### src/rtl/icap_pkg.sv
// Shared mode codes for the input capture channel.
package icap_pkg;
    typedef enum logic [2:0] {
        CAPM_OFF   = 3'b000,
        CAPM_BOTH  = 3'b001,
        CAPM_FALL  = 3'b010,
        CAPM_RISE  = 3'b011,
        CAPM_DIV_A = 3'b100,
        CAPM_DIV_B = 3'b101
    } cap_mode_e;
endpackage

### src/rtl/icap_sync_edge.sv
// Brings the asynchronous pin into the clock domain (two flops) and
// registers one more stage for edge detection.
// Assumes: pin high and low times each span at least two clock periods.
module icap_sync_edge (
    input  logic clk,
    input  logic rst_n,
    input  logic pin_async,
    output logic rise,
    output logic fall
);
    logic meta_q, sync_q, prev_q;

    // Synchronizer chain plus edge-detect history register
    always_ff @(posedge clk) begin
        if (!rst_n) begin
            meta_q <= 1'b0;
            sync_q <= 1'b0;
            prev_q <= 1'b0;
        end else begin
            meta_q <= pin_async;
            sync_q <= meta_q;
            prev_q <= sync_q;
        end
    end

    // Edge strobes from the synchronized level and its delayed copy
    always_comb begin
        rise = sync_q & ~prev_q;
        fall = ~sync_q & prev_q;
    end
endmodule

### src/rtl/icap_event_gen.sv
// Decodes the capture mode and turns synchronized edges into capture
// events, including the rising-edge prescaler. A change of mode is
// flagged for one cycle. In that cycle the prescaler restarts and no
// event is issued.
// Assumes: DIV_LO < DIV_HI, and both are at least 2.
module icap_event_gen #(
    parameter int DIV_LO = 4,
    parameter int DIV_HI = 16
) (
    input  logic       clk,
    input  logic       rst_n,
    input  logic [2:0] mode,
    input  logic       rise,
    input  logic       fall,
    output logic       cap_evt,
    output logic       mode_chg
);
    import icap_pkg::*;

    localparam int PW = $clog2(DIV_HI);

    logic [2:0]    mode_q;
    logic [PW-1:0] pre_cnt;
    logic [PW-1:0] pre_last;
    logic          pre_mode;
    logic          pre_hit;
    cap_mode_e     m;

    // Remember the last mode to detect rewrites
    always_ff @(posedge clk) begin
        if (!rst_n) mode_q <= 3'b000;
        else        mode_q <= mode;
    end

    // Mode decode and prescaler terminal value
    always_comb begin
        m        = cap_mode_e'(mode);
        mode_chg = (mode != mode_q);
        pre_mode = (m == CAPM_DIV_A) || (m == CAPM_DIV_B);
        pre_last = (m == CAPM_DIV_A) ? PW'(DIV_LO - 1) : PW'(DIV_HI - 1);
        pre_hit  = pre_mode && rise && (pre_cnt == pre_last);
    end

    // Rising-edge prescaler: restarts on mode change or outside its modes
    always_ff @(posedge clk) begin
        if (!rst_n || mode_chg || !pre_mode) pre_cnt <= '0;
        else if (rise) pre_cnt <= pre_hit ? '0 : pre_cnt + 1'b1;
    end

    // Capture event selection per mode
    always_comb begin
        case (m)
            CAPM_BOTH:              cap_evt = rise | fall;
            CAPM_FALL:              cap_evt = fall;
            CAPM_RISE:              cap_evt = rise;
            CAPM_DIV_A, CAPM_DIV_B: cap_evt = pre_hit;
            default:                cap_evt = 1'b0;
        endcase
        if (mode_chg) cap_evt = 1'b0;
    end
endmodule

### src/rtl/icap_irq.sv
// Counts capture events and raises a sticky interrupt flag two cycles
// after the event that reaches the programmed count.
// Assumes: the period field may change only together with a mode change.
module icap_irq #(
    parameter int PER_W = 2
) (
    input  logic             clk,
    input  logic             rst_n,
    input  logic             cap_evt,
    input  logic             mode_chg,
    input  logic [PER_W-1:0] per,
    input  logic             clr,
    output logic             flag
);
    logic [PER_W-1:0] ev_cnt;
    logic             hit, dly1, dly2;

    // The event that completes the period
    always_comb hit = cap_evt && (ev_cnt == per);

    // Event counter: clears on completion or mode change
    always_ff @(posedge clk) begin
        if (!rst_n || mode_chg) ev_cnt <= '0;
        else if (hit)           ev_cnt <= '0;
        else if (cap_evt)       ev_cnt <= ev_cnt + 1'b1;
    end

    // Two-stage latency line; the flag is set as the second stage leaves
    always_ff @(posedge clk) begin
        if (!rst_n) begin
            dly1 <= 1'b0;
            dly2 <= 1'b0;
            flag <= 1'b0;
        end else begin
            dly1 <= hit;
            dly2 <= dly1;
            if (dly2)     flag <= 1'b1;
            else if (clr) flag <= 1'b0;
        end
    end
endmodule

### src/rtl/icap_fifo.sv
// Small show-ahead queue for capture values. A write into a full queue
// without a simultaneous pop is dropped and recorded in a sticky bit.
// Assumes: DEPTH >= 2.
module icap_fifo #(
    parameter int W     = 16,
    parameter int DEPTH = 4
) (
    input  logic         clk,
    input  logic         rst_n,
    input  logic         wr_en,
    input  logic [W-1:0] wr_data,
    input  logic         rd_en,
    output logic [W-1:0] rd_data,
    output logic         nempty,
    output logic         ovf
);
    localparam int AW = $clog2(DEPTH);
    localparam int CW = $clog2(DEPTH + 1);

    logic [W-1:0]  mem [DEPTH];
    logic [AW-1:0] wptr, rptr;
    logic [CW-1:0] cnt;
    logic          full, do_rd, do_wr;

    // Step a pointer with wrap at the last entry
    function automatic logic [AW-1:0] step(input logic [AW-1:0] p);
        return (p == AW'(DEPTH - 1)) ? '0 : p + 1'b1;
    endfunction

    // Accept/pop qualification
    always_comb begin
        full    = (cnt == CW'(DEPTH));
        nempty  = (cnt != '0);
        do_rd   = rd_en && nempty;
        do_wr   = wr_en && (!full || do_rd);
        rd_data = mem[rptr];
    end

    // Storage write
    always_ff @(posedge clk) begin
        if (do_wr) mem[wptr] <= wr_data;
    end

    // Pointers, occupancy and the sticky drop indicator
    always_ff @(posedge clk) begin
        if (!rst_n) begin
            wptr <= '0;
            rptr <= '0;
            cnt  <= '0;
            ovf  <= 1'b0;
        end else begin
            if (do_wr) wptr <= step(wptr);
            if (do_rd) rptr <= step(rptr);
            if (do_wr && !do_rd)      cnt <= cnt + 1'b1;
            else if (do_rd && !do_wr) cnt <= cnt - 1'b1;
            if (wr_en && !do_wr) ovf <= 1'b1;
        end
    end
endmodule

### src/rtl/ic_capture_channel.sv
// Input capture channel top.
// - Synchronizes the pin and qualifies edges by mode.
// - Snapshots the chosen timer into a queue on each capture event.
// - Raises a sticky, delayed interrupt every N captures.
// Assumes: the timer inputs are synchronous to clk.
module ic_capture_channel #(
    parameter int TMR_W  = 16,
    parameter int DEPTH  = 4,
    parameter int DIV_LO = 4,
    parameter int DIV_HI = 16,
    parameter int PER_W  = 2
) (
    input  logic             clk,
    input  logic             rst_n,
    input  logic             cap_pin,
    input  logic [TMR_W-1:0] tmr_a_val,
    input  logic [TMR_W-1:0] tmr_b_val,
    input  logic [2:0]       cap_mode,
    input  logic             tmr_sel,
    input  logic [PER_W-1:0] irq_per,
    input  logic             irq_clr,
    input  logic             fifo_pop,
    output logic [TMR_W-1:0] fifo_rdata,
    output logic             fifo_nempty,
    output logic             fifo_ovf,
    output logic             irq_flag
);
    logic             pin_rise, pin_fall, cap_evt, mode_chg;
    logic [TMR_W-1:0] tmr_pick;

    // Time base choice
    always_comb tmr_pick = tmr_sel ? tmr_b_val : tmr_a_val;

    icap_sync_edge u_sync (
        .clk       (clk),
        .rst_n     (rst_n),
        .pin_async (cap_pin),
        .rise      (pin_rise),
        .fall      (pin_fall)
    );

    icap_event_gen #(.DIV_LO(DIV_LO), .DIV_HI(DIV_HI)) u_evt (
        .clk      (clk),
        .rst_n    (rst_n),
        .mode     (cap_mode),
        .rise     (pin_rise),
        .fall     (pin_fall),
        .cap_evt  (cap_evt),
        .mode_chg (mode_chg)
    );

    icap_fifo #(.W(TMR_W), .DEPTH(DEPTH)) u_fifo (
        .clk     (clk),
        .rst_n   (rst_n),
        .wr_en   (cap_evt),
        .wr_data (tmr_pick),
        .rd_en   (fifo_pop),
        .rd_data (fifo_rdata),
        .nempty  (fifo_nempty),
        .ovf     (fifo_ovf)
    );

    icap_irq #(.PER_W(PER_W)) u_irq (
        .clk      (clk),
        .rst_n    (rst_n),
        .cap_evt  (cap_evt),
        .mode_chg (mode_chg),
        .per      (irq_per),
        .clr      (irq_clr),
        .flag     (irq_flag)
    );
endmodule

### config.mk
export PLATFORM = sky130hd
export DESIGN_NAME = ic_capture_channel
export DESIGN_NICKNAME = d
export VERILOG_FILES = /design/src/rtl/icap_pkg.sv /design/src/rtl/icap_sync_edge.sv /design/src/rtl/icap_event_gen.sv /design/src/rtl/icap_irq.sv /design/src/rtl/icap_fifo.sv /design/src/rtl/ic_capture_channel.sv
export SDC_FILE = /design/constraint.sdc
export NUM_CORES = 1
export LEC_CHECK = 0
export BUFFER_PORTS_ARGS = -buffer_cell sky130_fd_sc_hd__buf_2
export CORE_UTILIZATION = 30
export CTS_CLUSTER_DIAMETER = 60
export CTS_CLUSTER_SIZE = 30
export DETAILED_ROUTE_END_ITERATION = 12
export GPL_TIMING_DRIVEN = 0
export RECOVER_POWER = 100
export REMOVE_ABC_BUFFERS = 1
export SLEW_MARGIN = 25
export SYNTH_ARGS = -nofsm -noshare
export SYNTH_HDL_FRONTEND = slang
export SYNTH_SLANG_ARGS = --single-unit
### constraint.sdc
create_clock -name clk -period 3.4 [get_ports clk]
set_input_delay 0.51 -clock clk [delete_from_list [all_inputs] [get_ports clk]]
set_output_delay 0.51 -clock clk [all_outputs]
set_load 0.1 [all_outputs]
* Yosys cells after proc, flatten, opt, wreduce, memory -nomap -nowiden
Memory sizes are Yosys's and may differ from the RTL's. A register that Yosys moved wholly into a read port is not among the register bits.
Index checks and enable logic that the tools add are counted.
** Operators by class
- Reduce and logical (&&, ||, !) cells :: 22
- $add $sub $neg :: 6
- Equal/unequal tests :: 11
- Bitwise logic cells :: 5
- Mux-type cells :: 15
** Operators by type and width (count)
- $mux W16 :: 1
- $eq A3 B3 Y1 const B :: 3
- $logic_and A1 B1 Y1 :: 8
- $mux W2 :: 4
- $mux W4 :: 2
- $add A2 B1 Y2 const B :: 3
- $eq A3 B2 Y1 const B :: 2
- $mux W3 :: 2
- $logic_not A1 Y1 :: 5
- $mux W1 :: 5
- $add A4 B1 Y4 const B :: 1
- $eq A2 B2 Y1 const B :: 2
- $eq A4 B4 Y1 :: 1
- $logic_or A1 B1 Y1 :: 4
- $pmux W1 S4 :: 1
- $reduce_bool A2 Y1 :: 2
- $reduce_or A2 Y1 :: 2
- $add A3 B1 Y3 const B :: 1
- $eq A3 B1 Y1 const B :: 1
- $ne A3 B3 Y1 :: 1
- $reduce_bool A3 Y1 :: 1
- $sub A3 B1 Y3 const B :: 1
- $and A1 B1 Y1 :: 2
- $eq A2 B2 Y1 :: 1
- 2 further kinds :: 3
** Storage, ports and cells
- Input bits :: 43
- Register bits after elaboration :: 23
- Output and inout port bits :: 19
- Memories kept :: 1
- RAM bits :: 64
** Memory list
- u_fifo.mem :: depth 4, width 16, rd ports 1, clocked after memory_dff 1, write ports 1, RTL line icap_fifo.sv:20 : logic [W-1:0] mem [DEPTH];

* Logic depth before layout (Yosys ltp)
- Word-level depth :: 11
- Gate-level depth with buffers :: 11
- Gate-level depth less buffers :: 11

* Hierarchy
Synthesis repeated with hierarchy kept, for this count alone.
** Unflattened totals
- Cells, all modules :: 217
- Area, all modules :: 3772.4 um^2
** Modules (own cells, without submodules)
- icap_fifo :: times used 1, area each 2861.5 um^2, cells each 138, seq. area each 2122.0 um^2
- icap_event_gen :: times used 1, area each 367.9 um^2, cells each 35, seq. area each 140.1 um^2
- ic_capture_channel :: times used 1, area each 249.0 um^2, cells each 18, seq. area each 0.0 um^2
- icap_irq :: times used 1, area each 202.7 um^2, cells each 18, seq. area each 100.1 um^2
- icap_sync_edge :: times used 1, area each 91.3 um^2, cells each 8, seq. area each 60.1 um^2

* Least setup slack after synthesis
OpenSTA, ideal clock, no wires.
- Path kind :: register -> register
- From :: reg u_fifo.cnt[0]
- To :: reg u_fifo.cnt[2]
- Data required time :: 3329 ps
- Library setup time :: 71 ps
- Path slack :: 771 ps
- Data arrival time :: 2557 ps
- Stages on the path, launching flop included :: 9
- Buffers on the path :: 0
- Cell sequence :: dfxtp_1 or3_1 nand2_1 ha_1 inv_1 fa_1 xor2_1 or3_1 a21oi_1
** Between the ends
- Cells in the longest elaborated chain, start to end :: 7
** Ends and longest elaborated chain
- start, declared :: RTL line icap_fifo.sv:22 : logic [CW-1:0] cnt;
- start signal, assigned :: RTL line icap_fifo.sv:54 : if (do_wr && !do_rd) cnt <= cnt + 1'b1;
- start signal, assigned :: RTL line icap_fifo.sv:55 : else if (do_rd && !do_wr) cnt <= cnt - 1'b1;
- $reduce_bool A3 Y1 * :: RTL line icap_fifo.sv:33 : nempty = (cnt != '0);
- named net fifo_nempty :: RTL line ic_capture_channel.sv:24 : output logic fifo_nempty,
- $logic_and A1 B1 Y1 * :: RTL line icap_fifo.sv:34 : do_rd = rd_en && nempty;
- $logic_or A1 B1 Y1 :: RTL line icap_fifo.sv:35 : do_wr = wr_en && (!full || do_rd);
- $logic_and A1 B1 Y1 :: RTL line icap_fifo.sv:35
- $logic_not A1 Y1 :: RTL line icap_fifo.sv:55
- $logic_and A1 B1 Y1 :: RTL line icap_fifo.sv:55
- $reduce_bool A2 Y1 (no line)
The timed path passes the listed nets; every way through them passes the cells marked *. The select of a mux whose other input is x is not followed.
A chain may end at the register's enable or synchronous reset.

* Final worst setup path
- From :: reg u_sync.prev_q
- To :: mem u_fifo.mem[0][3] (enable)
** Between the ends
- Cells in the longest elaborated chain, start to end :: 9
** Ends and longest elaborated chain
- start, declared :: RTL line icap_sync_edge.sv:11 : logic meta_q, sync_q, prev_q;
- start signal, assigned :: RTL line icap_sync_edge.sv:22 : prev_q <= sync_q;
- $not A1 Y1 * :: RTL line icap_sync_edge.sv:28 : rise = sync_q & ~prev_q;
- $and A1 B1 Y1 * :: RTL line icap_sync_edge.sv:28
- named net pin_rise :: RTL line ic_capture_channel.sv:28 : logic pin_rise, pin_fall, cap_evt, mode_chg;
- $logic_and A1 B1 Y1 (2 in a row) :: RTL line icap_event_gen.sv:41 : pre_hit = pre_mode && rise && (pre_cnt == pre_last);
- $pmux W1 S4 * :: RTL line icap_event_gen.sv:52 : case (m)
- $mux W1 * :: RTL line icap_event_gen.sv:59 : if (mode_chg) cap_evt = 1'b0;
- $logic_and A1 B1 Y1 * :: RTL line icap_fifo.sv:35
- named net u_fifo.do_wr :: RTL line icap_fifo.sv:23 : logic full, do_rd, do_wr;
- $mux W1 * :: RTL line icap_fifo.sv:41 : if (do_wr) mem[wptr] <= wr_data;
- $mux W1 (not written as such) * :: RTL line icap_fifo.sv:41
- end, declared :: RTL line icap_fifo.sv:20
The timed path passes the listed nets; every way through them passes the cells marked *.

==> flow_summary.toml <==
[outcome]
outcome = "complete, no violations"

[clock_tree]
cts_tree = "built"
clk_pin_slew_ns = 0.06
cts_setup_buffers = 0
clk_latency_ns = 0.33
cts-buffers-inserted = 9
htree_levels = 3
cts-resized-gates = 0
clock_sinks = 89
cts_max_path_buffers = 2
postCtsHoldBufs = 0
cts_root_buffer = "clkbuf_16"

[sta]
rsz0062_at_grt = "false"
slew_violations = 0
final.setup.tns_ns = 0
hold_violations = 0
fmax_ghz = 0.3374
fin_crit_ns = 2.964
fin_crit_sh_pct = 87.17
relSlewSlack_pct = 15.99
skew_ns = 0.004792
worst_pin_slew_ns = 1.259
setup_viol = 0

[pwr]
power_frac_comb_pct = 29.5
p_switching_mw = 1.169
p_total_mw = 3.114
p_clk_share_pct = 29.0
p_int_mw = 1.945
p_sw_share_pct = 37.53
power.density_nw_per_um2 = 703.6
p_leak_nw = 1.547
sequentialPowerShare_pct = 41.5
ir_drop_uv = 294.4

[worst_setup_path]
critPathBufInv = 1
cp_top_family = "simple AND/OR/NAND/NOR gates"
worstPathCellList = "inv_1 > ha_1 > or2b_1 > a41oi_1 > a211oi_4 > and2_0"
required_ns = 3.34
startpoint_type = "flip-flop"
critPathArrivalTime_ns = 2.91
cp_max_fo = 16
cp_slowest_cell = "and2_0"
crit_type = "reg2reg"
critical-path-max-stage-delay_ns = 1.03
rrSetupSlack_ns = 0.44
endpoint_kind = "flip-flop"

[logic_synthesis]
synthFlopType = "edfxtp_1"
synthCells = 230
ys_warn_count = 0
synth_edf_count = 64
synth_async_sr_flop_share_pct = 0
yosysUniqueCellTypes = 40
avgSynthCellArea_um2 = 16.13
synthesis.area_um2 = 3710
synth_seq_area_share_pct = 65.30
ys_seq_elements = 89

[detailed_routing]
first_pass_iters = 4
routed_wl_um = 6385
ant_nets = 0
drc = 0
initialDrtViolationCount = 86
wire_per_inst_um = 14.28
viasPerCell = 4.593
via_count = 2053

[cells_and_area]
layout.nets = 348
area_delta_synth_final_pct = 19.29
antennaDiodeCount = 0
drive_above_1_share_pct = 31.67

[place]
io_buffers = 61
place_congestion = 0.7336
dpl.hpwl_um = 4254

[global_route]
grt_pass1_vias = 2092
antenna_found_initial = 0
overflow = 0
grt_max_degree = 17
grt_pass1_wl_um = 10390
grt.total_usage_pct = 10.90

[hold_path]
min_path_type = "in2reg"

[die]
core_um2 = 12010
start_util_pct = 30.89
fp.dieH_um = 113.2
dieArea_um2 = 12810
die_w_um = 113.2
rows = 40
num_io_pins = 62

[flow_run]
maxCapViolCount = 0
Yosys cell counts, drive strengths merged (5+ instances only):
cell type,n,area [µm²]
nor2,8,30.03
ha,9,112.6
mux2i,5,50.05
dfxtp,25,500.5
nand2,14,52.55
edfxtp,64,1922
inv,9,33.78
mux4,16,360.4
xnor2,6,52.55
a21oi,9,45.04
and2,9,57.56
mux2,16,180.2
metrics by stage:
step	area, µm²	util [%]	hold slack, ns	cells	setup WS, ns
after floorplan	3676	-	0.4118	223	0.7714
after global routing	4425	36.84	0.4162	447	0.1832
after detailed placement	4167	34.69	0.4214	431	0.4074
after CTS	4441	36.97	0.3616	447	0.5355
final	4425	36.84	0.3790	447	0.4361
after global placement	4165	34.68	0.4146	431	0.4289
cell families (layout without fill, tap and decap cells):
group                      Yosys count  count (layout)  share of synthesized area [%]
xor gates and xnor gates             8               8                          1.889
muxes                               37              37                          15.92
AOI/OAI and AO/OA                   19              19                          3.912
and+or+nand+nor                     50              50                          7.488
buffers and inverters               17              87                          1.922
adders and majority gates           10              10                          3.575
DFF                                 89              89                          65.30
power by group through the flow:
stage | clock (mW) | sequential [mW] | combinational (mW)
after floorplan | 0 | 1.29 | 0.800
after global routing | 0.978 | 1.31 | 0.967
after global placement | 0 | 1.32 | 0.931
after CTS | 0.934 | 1.30 | 0.939
final | 0.902 | 1.29 | 0.919
after detailed placement | 0 | 1.32 | 0.937
state kept, by name (all words and copies together), names as in the netlist, named ones only:
register       flops
u_fifo.wptr        2
u_fifo.ovf         1
u_irq.dly1         1
u_fifo.mem        64
u_fifo.rptr        2
u_irq.dly2         1
u_sync.prev_q      1
u_sync.sync_q      1
u_irq.flag         1
u_fifo.cnt         3
u_evt.mode_q       3
u_sync.meta_q      1
u_irq.ev_cnt       2
u_evt.pre_cnt      4
cell usage in the layout (no fill, tap or decap), drive strengths merged, types with 3 or more instances in the layout:
cell	synthesis	final
nor2	8	8
and2	9	9
clkinv	1	3
clkbuf	3	31
or3	4	4
o21ai	4	4
mux4	16	16
ha	9	9
mux2	16	16
nand3	3	3
mux2i	5	5
buf	4	41
edfxtp	64	64
nand2	14	14
xnor2	6	6
a21oi	9	9
inv	9	10
dfxtp	25	25
final cells by class:
class                   instances  area [µm²]
clock buffers                  11       232.7
clock inverters                 5       41.29
fillers                      1156        7586
inverters                      10       37.54
multi-input cells             124        1209
flip-flops and latches         89        2422
well taps                     147       183.9
repair buffers                 61       299.0
final timing paths:
| check | endpoint | startpoint | depth (start not counted) |
|---|---|---|---|
| max | u_fifo.mem[0][3]$_DFFE_PP_ | u_sync.prev_q$_SDFF_PN0_ | 6 |
| min | u_sync.meta_q$_SDFF_PN0_ | cap_pin | 2 |
| max reg2reg | u_fifo.mem[0][3]$_DFFE_PP_ | u_sync.prev_q$_SDFF_PN0_ | 6 |
| min reg2reg | u_irq.dly2$_SDFF_PN0_ | u_irq.dly1$_SDFF_PN0_ | 1 |
per-layer routing:
layer	routed length, µm	share of wire, %	GRT usage [%]	vias up
met2	3228	51	19.18	56
met5	0	0	0	-
met4	99	1.6	4.211	0
met3	299	4.7	3.482	13
met1	2758	43	12.29	986
li1	-	-	-	998
Power figures use the tool's default switching activity.
